[config.mk]
export PLATFORM = sky130hd
export DESIGN_NAME = pirq_mapper
export DESIGN_NICKNAME = d
export VERILOG_FILES = /design/src/rtl/pirq_pkg.sv /design/src/rtl/pirq_regs.sv /design/src/rtl/pirq_route.sv /design/src/rtl/pirq_ack.sv /design/src/rtl/pirq_mapper.sv
export SDC_FILE = /design/constraint.sdc
export NUM_CORES = 1
export LEC_CHECK = 0
export ABC_AREA = 1
export BUFFER_PORTS_ARGS = -buffer_cell sky130_fd_sc_hd__buf_2
export CAP_MARGIN = 20
export CORE_UTILIZATION = 32
export CTS_BUF_LIST = sky130_fd_sc_hd__clkbuf_4
export DETAILED_ROUTE_END_ITERATION = 10
export HOLD_SLACK_MARGIN = 0.15
export PLACE_DENSITY_LB_ADDON = 0.05
export SYNTH_ARGS = -nofsm -noshare
export SYNTH_HDL_FRONTEND = slang
export SYNTH_SLANG_ARGS = --single-unit
[constraint.sdc]
create_clock -name clk -period 5.8 [get_ports clk]
set_clock_uncertainty 0.1 [all_clocks]
set_input_delay 0.87 -clock clk [delete_from_list [all_inputs] [get_ports clk]]
set_output_delay 0.87 -clock clk [all_outputs]
set_load 0.02 [all_outputs]
[src/rtl/pirq_pkg.sv]
package pirq_pkg;
   localparam int unsigned DEF_NUM_SRC    = 64;
   localparam int unsigned DEF_BANK_W     = 32;
   localparam int unsigned DEF_FIELD_W    = 4;
   localparam int unsigned DEF_NUM_LEVELS = 9;
   localparam int unsigned DEF_LEVEL_BASE = 7;
   localparam int unsigned DEF_ADDR_W     = 5;
   localparam int unsigned DEF_ASG_BASE   = 8;
   localparam logic [63:0] DEF_RSVD       = 64'hFF06_0000_0000_0000;

   function automatic logic addr_hit(input logic [7:0] addr, input int unsigned word);
      return addr == 8'(word);
   endfunction
endpackage

[src/rtl/pirq_regs.sv]
module pirq_regs
   import pirq_pkg::*;
#(
   parameter int unsigned NUM_SRC  = DEF_NUM_SRC,
   parameter int unsigned BANK_W   = DEF_BANK_W,
   parameter int unsigned FIELD_W  = DEF_FIELD_W,
   parameter int unsigned ADDR_W   = DEF_ADDR_W,
   parameter int unsigned ASG_BASE = DEF_ASG_BASE,
   parameter logic [NUM_SRC-1:0] RSVD = NUM_SRC'(DEF_RSVD)
) (
   input  logic                       clk,
   input  logic                       rst_n,
   input  logic [NUM_SRC-1:0]         irq_in,
   input  logic [ADDR_W-1:0]          bus_addr,
   input  logic                       bus_we,
   input  logic [BANK_W-1:0]          bus_wdata,
   output logic [BANK_W-1:0]          bus_rdata,
   output logic [NUM_SRC-1:0]         req_o,
   output logic [NUM_SRC-1:0]         mask_o,
   output logic [NUM_SRC-1:0]         wake_o,
   output logic [NUM_SRC*FIELD_W-1:0] asg_o
);
   localparam int unsigned NUM_BANKS = NUM_SRC / BANK_W;
   localparam int unsigned PER_WORD  = BANK_W / FIELD_W;
   localparam int unsigned NUM_ASG   = NUM_SRC / PER_WORD;
   localparam int unsigned STAT_BASE = NUM_BANKS;
   localparam int unsigned WAKE_BASE = 2 * NUM_BANKS;

   logic [NUM_SRC-1:0] req_q;
   logic [BANK_W-1:0]  mask_q [NUM_BANKS];
   logic [BANK_W-1:0]  wake_q [NUM_BANKS];
   logic [BANK_W-1:0]  asg_q  [NUM_ASG];
   logic [7:0]         addr8;

   assign addr8 = 8'(bus_addr);

   always_ff @(posedge clk or negedge rst_n) begin
      if (!rst_n) req_q <= '0;
      else        req_q <= irq_in & ~RSVD;
   end
   assign req_o = req_q;

   for (genvar b = 0; b < NUM_BANKS; b++) begin : g_bank
      always_ff @(posedge clk or negedge rst_n) begin
         if (!rst_n) begin
            mask_q[b] <= '0;
            wake_q[b] <= '0;
         end else if (bus_we) begin
            if (addr_hit(addr8, b))             mask_q[b] <= bus_wdata;
            if (addr_hit(addr8, WAKE_BASE + b)) wake_q[b] <= bus_wdata;
         end
      end
      assign mask_o[b*BANK_W +: BANK_W] = mask_q[b];
      assign wake_o[b*BANK_W +: BANK_W] = wake_q[b];
   end

   for (genvar a = 0; a < NUM_ASG; a++) begin : g_asg
      always_ff @(posedge clk or negedge rst_n) begin
         if (!rst_n)                                     asg_q[a] <= '0;
         else if (bus_we && addr_hit(addr8, ASG_BASE + a)) asg_q[a] <= bus_wdata;
      end
   end

   for (genvar s = 0; s < NUM_SRC; s++) begin : g_fld
      assign asg_o[s*FIELD_W +: FIELD_W] = asg_q[s / PER_WORD][(s % PER_WORD)*FIELD_W +: FIELD_W];
   end

   always_comb begin
      bus_rdata = '0;
      for (int b = 0; b < NUM_BANKS; b++) begin
         if (addr_hit(addr8, b))             bus_rdata = mask_q[b];
         if (addr_hit(addr8, STAT_BASE + b)) bus_rdata = req_q[b*BANK_W +: BANK_W];
         if (addr_hit(addr8, WAKE_BASE + b)) bus_rdata = wake_q[b];
      end
      for (int a = 0; a < NUM_ASG; a++) begin
         if (addr_hit(addr8, ASG_BASE + a)) bus_rdata = asg_q[a];
      end
   end
endmodule

[src/rtl/pirq_route.sv]
module pirq_route #(
   parameter int unsigned NUM_SRC    = 64,
   parameter int unsigned FIELD_W    = 4,
   parameter int unsigned NUM_LEVELS = 9
) (
   input  logic [NUM_SRC-1:0]         req,
   input  logic [NUM_SRC-1:0]         mask,
   input  logic [NUM_SRC*FIELD_W-1:0] asg,
   output logic [NUM_LEVELS-1:0]      level_raw
);
   logic [NUM_SRC-1:0] live;
   assign live = req & mask;

   for (genvar i = 0; i < NUM_LEVELS; i++) begin : g_lvl
      logic [NUM_SRC-1:0] sel;
      for (genvar s = 0; s < NUM_SRC; s++) begin : g_src
         assign sel[s] = (asg[s*FIELD_W +: FIELD_W] == FIELD_W'(i));
      end
      assign level_raw[i] = |(live & sel);
   end
endmodule

[src/rtl/pirq_ack.sv]
module pirq_ack #(
   parameter int unsigned NUM_LEVELS = 9
) (
   input  logic                  clk,
   input  logic                  rst_n,
   input  logic [NUM_LEVELS-1:0] level_raw,
   input  logic [NUM_LEVELS-1:0] pend,
   output logic [NUM_LEVELS-1:0] evt
);
   logic [NUM_LEVELS-1:0] pend_q;
   logic [NUM_LEVELS-1:0] evt_q;
   logic [NUM_LEVELS-1:0] ack_edge;

   assign ack_edge = pend & ~pend_q;

   always_ff @(posedge clk or negedge rst_n) begin
      if (!rst_n) begin
         pend_q <= '0;
         evt_q  <= '0;
      end else begin
         pend_q <= pend;
         evt_q  <= level_raw & ~ack_edge;
      end
   end
   assign evt = evt_q;
endmodule

[src/rtl/pirq_mapper.sv]
module pirq_mapper
   import pirq_pkg::*;
#(
   parameter int unsigned NUM_SRC    = DEF_NUM_SRC,
   parameter int unsigned BANK_W     = DEF_BANK_W,
   parameter int unsigned FIELD_W    = DEF_FIELD_W,
   parameter int unsigned NUM_LEVELS = DEF_NUM_LEVELS,
   parameter int unsigned LEVEL_BASE = DEF_LEVEL_BASE,
   parameter int unsigned ADDR_W     = DEF_ADDR_W,
   parameter int unsigned ASG_BASE   = DEF_ASG_BASE,
   parameter logic [NUM_SRC-1:0] RSVD = NUM_SRC'(DEF_RSVD),
   localparam int unsigned PEND_W    = LEVEL_BASE + NUM_LEVELS
) (
   input  logic                  clk,
   input  logic                  rst_n,
   input  logic [NUM_SRC-1:0]    irq_in,
   input  logic [ADDR_W-1:0]     bus_addr,
   input  logic                  bus_we,
   input  logic [BANK_W-1:0]     bus_wdata,
   output logic [BANK_W-1:0]     bus_rdata,
   input  logic [PEND_W-1:0]     core_pend,
   input  logic                  core_idle,
   output logic [NUM_LEVELS-1:0] evt_out,
   output logic                  wake_req
);
   localparam int unsigned NUM_ASG = NUM_SRC * FIELD_W / BANK_W;

   if (NUM_SRC % BANK_W != 0) begin : g_chk_bank
      $error("NUM_SRC must be a multiple of BANK_W");
   end
   if (BANK_W % FIELD_W != 0) begin : g_chk_field
      $error("BANK_W must hold a whole number of fields");
   end
   if (NUM_LEVELS > (1 << FIELD_W)) begin : g_chk_lvl
      $error("NUM_LEVELS exceeds field range");
   end
   if (LEVEL_BASE < 1) begin : g_chk_base
      $error("LEVEL_BASE must be at least 1");
   end
   if (ASG_BASE < 3 * (NUM_SRC / BANK_W) || ASG_BASE + NUM_ASG > (1 << ADDR_W)) begin : g_chk_map
      $error("assignment words do not fit the address map");
   end

   logic [NUM_SRC-1:0]         req_q;
   logic [NUM_SRC-1:0]         mask_vec;
   logic [NUM_SRC-1:0]         wake_vec;
   logic [NUM_SRC*FIELD_W-1:0] asg_vec;
   logic [NUM_LEVELS-1:0]      level_raw;
   logic                       wake_q;
   logic                       pend_unused;

   assign pend_unused = ^core_pend[LEVEL_BASE-1:0];

   pirq_regs #(
      .NUM_SRC(NUM_SRC), .BANK_W(BANK_W), .FIELD_W(FIELD_W),
      .ADDR_W(ADDR_W), .ASG_BASE(ASG_BASE), .RSVD(RSVD)
   ) u_regs (
      .clk(clk), .rst_n(rst_n), .irq_in(irq_in),
      .bus_addr(bus_addr), .bus_we(bus_we), .bus_wdata(bus_wdata), .bus_rdata(bus_rdata),
      .req_o(req_q), .mask_o(mask_vec), .wake_o(wake_vec), .asg_o(asg_vec)
   );

   pirq_route #(
      .NUM_SRC(NUM_SRC), .FIELD_W(FIELD_W), .NUM_LEVELS(NUM_LEVELS)
   ) u_route (
      .req(req_q), .mask(mask_vec), .asg(asg_vec), .level_raw(level_raw)
   );

   pirq_ack #(
      .NUM_LEVELS(NUM_LEVELS)
   ) u_ack (
      .clk(clk), .rst_n(rst_n), .level_raw(level_raw),
      .pend(core_pend[LEVEL_BASE +: NUM_LEVELS]), .evt(evt_out)
   );

   always_ff @(posedge clk or negedge rst_n) begin
      if (!rst_n) wake_q <= 1'b0;
      else        wake_q <= core_idle & (|(req_q & wake_vec));
   end
   assign wake_req = wake_q;
endmodule

==> out/results.txt <==
Synth top area share: 45.92%
Cell Area, Synth: 24900 sq um
Critical Path End Type: output port
Hold Vio Cnt, Final: 0
placer congestion estimate: 0.9514
Setup-failing EPs final: 0
post_cts resized: 0
# fillers: 8247
R2R depth: 8
Max Cap Violations: 0
Reg clk slew, reported paths: 0.07 ns
routed wl met2: 54880 microns
Mapped Cells: 3504
CTS Buf Count: 140
met1 WL: 57000 microns
Critical R2R Capture: u_ack.evt[8]
Worst Tran Pin Value: 1.113 ns
Vias/cell: 5.372
Crit Path Class: in -> out
Placed Area: 26660 sq um
initial DRC count: 2943
r2r setup slk: 2.91 ns
largest net degree at the start of global routing: 103
crit path time final: 4.703 ns
antenna-violating nets left: 0
drc violations: 0
htree depth: 4
via count: 26121
Yosys reg bits: 457
met3 WL post-DR: 10670 microns
Hold WC Path Type: in -> async
antenna violations before repair: 9
Final Power: 9.664 mW
global-route wire length before repair: 178400 microns
TritonCTS clock tree: built
# IOs: 163
Fmax: 212.6 MHz
Post-DP HPWL: 95180 microns
Cell Chain, Critical Path: buf_2 > nor2_4 > nand2_4 > nor2_8 > inv_2 > buf_4 > nand2_1 > o21ai_0 > nand4_1 > nand2_1 > nand3_1 > nor2_1 > nand3_1 > buf_2
die height: 281.0 microns
Critical Path RT: 4.83 ns
VDD IR max: 0.1447 mV
layout cell share with drive strength beyond 1: 11.58%
top sig layer: met4
outcome: completed
vias in the first global route: 24561
Yosys warning total: 0
RSZ-0062 raised after global routing: false
final WL: 126000 microns
sequential area share after synthesis: 45.92%
Row Count: 101
Hold Slack: 0.3381 ns
Core Region: 76450 sq um
period utilisation layout: 81.09%
Starting Density: 32.57%
P per Cell Area: 331.8 nW/um^2
fin util: 38.09%
Critical Path Fanout Max: 17
number of port buffers: 145
Overall Global Routing Usage: 32.15%
net count after synthesis: 3625
# Post-CTS Setup Buffers: 0
CP arrival: 3.73 ns
area delta synth->final: 16.95%
fin nets: 3854
Clk Latency, worst-skew pair: 1.04 ns
routed length per instance: 25.91 microns
Yosys top cell by area: dfrtp_1
RR Startpoint: u_regs.req_o[39]
Die W: 281.0 microns
Distinct cells, synth: 36
fin. max-slew vios: 0
clock sink total: 457
Worst path max stage delay: 0.62 ns
post-route cell area: 29120 sq um
static leakage: 13.83 nW
Mean Syn Cell Area: 7.107 sq um
worst-case clock buffer depth: 3
Post-CTS Hold Buffers: 65
Synth area leaders: dfrtp_1 (46%), nand2_1 (18%), o21ai_0 (8.2%)
setup TNS: 0 ns
grt ovf: 0
worst rel slew slack: 25.72%
Worst Setup Start Kind: input port
Slowest-stage cell, CP: o21ai_0
DR pass1 iterations: 5
CTS Root Cell: clkbuf_4
die area: 78940 sq um
[synthesized netlist by cell type, drive strengths merged]
cell type / n
a21oi: 6
o211ai: 1
a221oi: 11
buf: 28
inv: 356
o22ai: 152
o31ai: 2
o2111ai: 4
or2: 21
o221ai: 1
nor4: 29
nand3b: 3
nand4: 171
nor2: 290
o41ai: 1
nor3: 70
a22o: 8
dfrtp: 457
clkbuf: 138
o21ai: 428
nand3: 146
nand2: 1178
nor3b: 1
o32ai: 2
[flip-flops by register name, indices dropped and copies added, names as in the netlist]
signal	count
u_regs.wake_o	64
u_ack.evt	9
wake_req	1
u_regs.mask_o	64
u_regs.req_o	54
u_ack.pend_q	9
u_regs.asg_o	256
[where the power goes]
group	leakage, nW	switching, mW	internal (mW)
clock	1.02	1.57	1.64
sequential	5.84	0.627	3.73
combinational	6.97	1.48	0.615
[through the flow]
step / cells / setup WS, ns
6_report: 4862 / 1.097
5_1_grt: 4860 / 0.9702
4_1_cts: 4853 / 1.127
3_5_place_dp: 4552 / 1.131
3_3_place_gp: 4551 / 1.181
2_1_floorplan: 3504 / 2.518
[how the worst max path moves through the flow]
stage,depth (start not counted),startpoint,endpoint
5_1_grt,14,bus_addr[4],bus_rdata[24]
2_1_floorplan,13,bus_addr[4],bus_rdata[18]
4_1_cts,14,bus_addr[4],bus_rdata[24]
3_3_place_gp,14,bus_addr[4],bus_rdata[24]
3_5_place_dp,14,bus_addr[4],bus_rdata[24]
6_report,14,bus_addr[4],bus_rdata[24]
[worst max-delay path: cells and delay by family]
family	cells	cell delay (ns)
buffers and inverters	4	0.98
and+or+nand+nor	9	1.25
AOI/OAI and AO/OA	1	0.62
[kinds of logic after synthesis]
kind of cell / Yosys count / share of synthesized area, %
flops: 457 / 45.92
buf+inv: 522 / 8.049
simple gates: 1909 / 32.45
compound gates: 616 / 13.58
[area by class of cell]
| type | instances | area [sq um] | area share (%) |
|---|---|---|---|
| clock buffers | 186 | 1396 | 4.794 |
| inverters | 356 | 1336 | 4.588 |
| well taps | 1030 | 1289 | 4.425 |
| repair buffers | 253 | 1812 | 6.221 |
| diodes | 5 | 12.51 | 0.04296 |
| multi-input cells | 2525 | 11520 | 39.55 |
| flip-flops and latches | 457 | 11440 | 39.27 |
| clock inverters | 50 | 325.3 | 1.117 |
[routing by layer]
layer | vias to the layer above | track usage, %
li1 | 12096 | -
met1 | 12756 | 44.45
met2 | 1089 | 48.36
met3 | 180 | 8.729
met4 | 0 | 10.26
met5 | - | 0
[cell usage in the layout (no fill, tap or decap), drive strengths merged, types with 11 or more instances in the layout]
cell type and count:
buf 187, dlygate4sd3 65, o22ai 152, nor4 29
o21ai 428, nand3 146, clkinv 38, clkbuf 187
inv 363, nand4 171, a221oi 11, nor3 70
nand2 1178, dfrtp 457, or2 21, nor2 290
(Power assumes the default switching activity.)
